==> src/rtl/coproc_status_pkg.sv <==
`timescale 1ns/1ps
package coproc_status_pkg;
  localparam int WORD_W      = 16;
  localparam int PAUSE_W     = 3;
  localparam int NUM_ERR     = 3;
  localparam int PRESENT_BIT = 8;
  localparam int ACTIVE_BIT  = 9;
  localparam int ERR_LSB     = 13;
  localparam int ERR_NEG     = 0;
  localparam int ERR_POS     = 1;
  localparam int ERR_ANY     = 2;

  typedef logic [NUM_ERR-1:0] err_vec_t;

  // Maps raw events to flag set requests: the any flag collects all three.
  function automatic err_vec_t err_capture(input logic [NUM_ERR-1:0] evt);
    err_vec_t s;
    s          = '0;
    s[ERR_NEG] = evt[0];
    s[ERR_POS] = evt[1];
    s[ERR_ANY] = |evt;
    return s;
  endfunction

  // Places the status fields; untouched bits stay 0.
  function automatic logic [WORD_W-1:0] pack_status(
      input logic [PAUSE_W-1:0] cnt, input logic pres,
      input logic act, input err_vec_t err);
    logic [WORD_W-1:0] w;
    w                             = '0;
    w[PAUSE_W-1:0]                = cnt;
    w[PRESENT_BIT]                = pres;
    w[ACTIVE_BIT]                 = act;
    w[ERR_LSB+NUM_ERR-1:ERR_LSB]  = err;
    return w;
  endfunction

  // Error line: any flag whose enable is set.
  function automatic logic err_gate(input err_vec_t flags, input err_vec_t en);
    return |(flags & en);
  endfunction
endpackage

==> src/rtl/err_sticky.sv <==
`timescale 1ns/1ps
module err_sticky #(
  parameter int N = 3
) (
  input  logic         clk,
  input  logic         rst_n,
  input  logic         clr,
  input  logic [N-1:0] set,
  output logic [N-1:0] flags
);
  // One flop per flag; a set in the clear cycle wins.
  for (genvar i = 0; i < N; i++) begin : g_flag
    always_ff @(posedge clk or negedge rst_n) begin
      if (!rst_n)      flags[i] <= 1'b0;
      else if (set[i]) flags[i] <= 1'b1;
      else if (clr)    flags[i] <= 1'b0;
    end
  end


  err_hold_chk: assert property (@(posedge clk) disable iff (!rst_n)
    !clr |=> ((flags & $past(flags)) == $past(flags)));

  err_keep_chk: assert property (@(posedge clk) disable iff (!rst_n)
    1'b1 |=> ((flags & $past(set)) == $past(set)));

  err_clear_chk: assert property (@(posedge clk) disable iff (!rst_n)
    (clr && set == '0) |=> (flags == '0));
endmodule

==> src/rtl/pause_ctr.sv <==
`timescale 1ns/1ps
module pause_ctr #(
  parameter int W = 3
) (
  input  logic         clk,
  input  logic         rst_n,
  input  logic         load,
  input  logic [W-1:0] len,
  output logic [W-1:0] cnt,
  output logic         stall
);
  logic cnt_busy;
  assign cnt_busy = (cnt != '0);
  assign stall    = cnt_busy;

  always_ff @(posedge clk or negedge rst_n) begin
    if (!rst_n)        cnt <= '0;
    else if (load)     cnt <= len;
    else if (cnt_busy) cnt <= cnt - 1'b1;
  end


  pause_dec_chk: assert property (@(posedge clk) disable iff (!rst_n)
    (!load && cnt != '0) |=> (cnt == W'($past(cnt) - 1'b1)));

  pause_load_chk: assert property (@(posedge clk) disable iff (!rst_n)
    load |=> (cnt == $past(len)));

  pause_idle_chk: assert property (@(posedge clk) disable iff (!rst_n)
    (!load && cnt == '0) |=> !stall);
endmodule

==> src/rtl/coproc_status.sv <==
`timescale 1ns/1ps
module coproc_status
  import coproc_status_pkg::*;
#(
  parameter int DW = WORD_W,
  parameter int PW = PAUSE_W
) (
  input  logic          clk,
  input  logic          rst_n,
  input  logic          host_rd,
  input  logic          host_wr,
  input  logic [DW-1:0] host_wdata,
  output logic [DW-1:0] host_rdata,
  input  logic          unit_present,
  input  logic          seq_active,
  input  logic [2:0]    err_evt,
  input  logic          pause_load,
  input  logic [PW-1:0] pause_len,
  output logic          stall,
  output logic          err_line
);
  localparam int EN_MSB = ERR_LSB + NUM_ERR - 1;

  err_vec_t        err_set;
  err_vec_t        err_flags;
  err_vec_t        err_en;
  logic [PW-1:0]   pause_cnt;
  wire             unused_wbits = ^{host_wdata[ERR_LSB-1:0]};

  assign err_set = err_capture(err_evt);

  err_sticky #(.N(NUM_ERR)) u_sticky (
    .clk   (clk),
    .rst_n (rst_n),
    .clr   (host_rd),
    .set   (err_set),
    .flags (err_flags)
  );

  pause_ctr #(.W(PW)) u_pause (
    .clk   (clk),
    .rst_n (rst_n),
    .load  (pause_load),
    .len   (pause_len),
    .cnt   (pause_cnt),
    .stall (stall)
  );

  always_ff @(posedge clk or negedge rst_n) begin
    if (!rst_n)       err_en <= '0;
    else if (host_wr) err_en <= host_wdata[EN_MSB:ERR_LSB];
  end

  assign host_rdata = pack_status(pause_cnt, unit_present, seq_active, err_flags);
  assign err_line   = err_gate(err_flags, err_en);


  en_write_chk: assert property (@(posedge clk) disable iff (!rst_n)
    host_wr |=> (err_en == $past(host_wdata[EN_MSB:ERR_LSB])));

  line_mask_chk: assert property (@(posedge clk) disable iff (!rst_n)
    (err_en == '0) |-> !err_line);

  any_flag_chk: assert property (@(posedge clk) disable iff (!rst_n)
    (|err_evt) |=> host_rdata[ERR_LSB+ERR_ANY]);
endmodule

==> config.mk <==
export PLATFORM = sky130hd
export DESIGN_NAME = coproc_status
export DESIGN_NICKNAME = d
export VERILOG_FILES = /design/src/rtl/coproc_status_pkg.sv /design/src/rtl/err_sticky.sv /design/src/rtl/pause_ctr.sv /design/src/rtl/coproc_status.sv
export SDC_FILE = /design/constraint.sdc
export NUM_CORES = 1
export LEC_CHECK = 0
export CELL_PAD_IN_SITES_DETAIL_PLACEMENT = 1
export CELL_PAD_IN_SITES_GLOBAL_PLACEMENT = 2
export CORE_MARGIN = 1.5
export CORE_UTILIZATION = 16
export CTS_CLUSTER_SIZE = 8
export DETAILED_ROUTE_END_ITERATION = 10
export PLACE_DENSITY_LB_ADDON = 0.1
export SETUP_SLACK_MARGIN = 0.2
export SYNTH_ARGS = -nofsm -noshare
export SYNTH_HDL_FRONTEND = slang
export SYNTH_SLANG_ARGS = --single-unit
==> constraint.sdc <==
create_clock -name clk -period 2.8 [get_ports clk]
set_input_delay 0.84 -clock clk [delete_from_list [all_inputs] [get_ports clk]]
set_output_delay 0.84 -clock clk [all_outputs]
set_load 0.02 [all_outputs]
==> results.json <==
{
  "cts_tree": "yes",
  "crit_type": "flip-flop to output pin",
  "switchingPower_mw": 0.111,
  "syn_area_per_cell_um2": 11.0,
  "globalplace.congestion": 0.703,
  "fp.coreArea_um2": 3030,
  "drive_above_1_share_pct": 8.82,
  "die_area_um2": 3500,
  "whs_ps": 510,
  "drv_cap": 0,
  "combPwrFrac_pct": 29.9,
  "setup_tns_ps": 0,
  "swShare_pct": 30.4,
  "p_int_mw": 0.255,
  "start_util_pct": 16.7,
  "min_path_type": "flip-flop to flip-flop",
  "die_y_um": 59.1,
  "hold_viol": 0,
  "wirelength_um": 1130,
  "dr.pass1.iters": 4,
  "postCtsHoldBufs": 0,
  "ant_nets": 0,
  "setup_viol": 0,
  "grt_max_degree": 10,
  "period_needed_ps": 2440,
  "cts_sinks": 9,
  "synth_area_um2": 504,
  "vias": 393,
  "vdd_drop_max_mv": 0.0959,
  "io_buffers": 21,
  "power_frac_seq_pct": 42.5,
  "synth_cell_types": 17,
  "die_w_um": 59.1,
  "diodes": 0,
  "grt_pass1_vias": 406,
  "ys_seq_elements": 9,
  "cts.htree.levels": 1,
  "p_total_mw": 0.366,
  "yosys_warnings": 0,
  "startpoint_type": "flip-flop",
  "critPathCaptureType": "output pin",
  "report.final.slew_viol_count": 0,
  "routed_via_density": 3.51,
  "yosysSeqAreaShare_pct": 44.7,
  "status": "completed",
  "cts_buffers": 3,
  "p_leak_nw": 0.317,
  "io_pins": 47,
  "grt_overflow": 0,
  "ctsLongestPathBuffers": 2,
  "pwr-share-clk_pct": 27.5,
  "clockRootBuffer": "clkbuf_4",
  "rsz0062_at_grt": "no",
  "worstSkewPairLatency_ps": 260,
  "worst-endpoint-required_ps": 1960,
  "skew_ps": 4.93,
  "powerDensity_nw_per_um2": 491,
  "arrival_ps": 1600,
  "area_delta_synth_final_pct": 47.9,
  "rows": 20,
  "critPathMaxFanout": 3,
  "fin_crit_sh_pct": 87.2,
  "synthCells": 46,
  "cts.clk_slew.worst_paths_ps": 70,
  "first_iter_violations": 7,
  "grt_pass1_wl_um": 1860,
  "dp_slack_ps": 490,
  "nets": 100,
  "drc": 0,
  "max_freq_mhz": 410,
  "wl_per_cell_um": 10.1,
  "setup_ws_ps": 360,
  "antenna_found_initial": 0,
  "grt.total_usage_pct": 7.25
}
## layout by cell type, fill, tap and decap left out, drive strengths merged
cell | netlist | layout
a222oi | 1 | 1
a311oi | 1 | 1
dfrtp | 9 | 9
ha | 2 | 2
or2b | 1 | 1
inv | 6 | 6
or3b | 1 | 1
nand2b | 1 | 1
nor2b | 3 | 3
a21o | 2 | 2
mux2 | 3 | 3
a2111o | 1 | 1
conb | 1 | 8
a221oi | 1 | 1
clkbuf | 0 | 4
a31oi | 1 | 1
dlygate4sd2 | 0 | 1
clkdlybuf4s50 | 0 | 20
nor4b | 2 | 2
## sequential cells by signal (all words and copies together), names as in the netlist
register        flops
u_sticky.flags      3
err_en              3
u_pause.cnt         3
## final timing paths
kind	to	slack (ps)	cells after the start	startpoint
hold reg to reg	u_sticky.flags[1]	510	1	u_sticky.flags[1]
hold / removal	u_sticky.flags[1]	510	1	u_sticky.flags[1]
setup reg to reg	u_pause.cnt[2]	1480	4	u_pause.cnt[0]
max in group asynchronous	u_pause.cnt[0]	1600	1	rst_n
min in group asynchronous	u_sticky.flags[1]	890	1	rst_n
setup / recovery	err_line	360	3	u_sticky.flags[0]
## power by group through the flow
stage	logic [mW]	registers, mW	clock network, mW
2_1_floorplan	0.0575	0.167	0
3_3_place_gp	0.112	0.159	0
3_5_place_dp	0.112	0.159	0
4_1_cts	0.111	0.157	0.109
5_1_grt	0.121	0.159	0.121
6_report	0.110	0.156	0.101
## metal layers
layer  vias up  wire length [um]  track usage, %
met5         -                 0               0
met4         0                 7            3.90
met3         2               108            2.18
met2        24               495            11.6
met1       181               521            8.69
li1        186                 -               -
## cells by family after synthesis
logic type | after synthesis | synth area share, %
buf+inv | 16 | 19.4
fa+ha+maj | 2 | 4.96
simple gates | 8 | 11.7
other cells | 1 | 0.744
flops | 9 | 44.7
mux | 3 | 6.70
compound gates | 7 | 11.9
## layout make-up
cell class                      instances  area, um^2
Fill cell                             350        2280
Sequential cell                         9         225
Timing Repair Buffer                   21         209
Multi-Input combinational cell         28         208
Tap cell                               44        55.1
Clock buffer                            4        26.3
Inverter                                6        22.5
## synthesized netlist by cell type
master    count  area (um^2)
ha_1          2         25.0
dfrtp_1       9          225
or2b_1        1         7.51
inv_1         6         22.5
nand2b_1      1         6.26
a21o_1        2         15.0
a222oi_1      1         10.0
buf_4        10         75.1
a311oi_1      1         8.76
a221oi_1      1         8.76
conb_1        1         3.75
nor2b_1       3         18.8
or3b_1        1         8.76
a31oi_1       1         6.26
a2111o_1      1         11.3
mux2_2        3         33.8
nor4b_1       2         17.5
## worst max-delay path, stage by stage (launching register included)
cell and delay, ps:
dfrtp_1 400, a222oi_1 330, inv_1 70, clkdlybuf4s50_1 540
## repair_timing
action                     4_1_cts  5_1_grt
setup buffers                    0        0
resized for setup                1        0
setup endpoints to repair        1        0
## stage by stage
stage	cell area [um^2]	util, %	instances
global route	746	24.6	112
global placement	721	23.8	108
CTS	746	24.6	112
floorplan	531	-	53
detailed placement	721	23.8	108
finish	746	24.6	112
No activity file was read; power rests on OpenSTA's default activity.
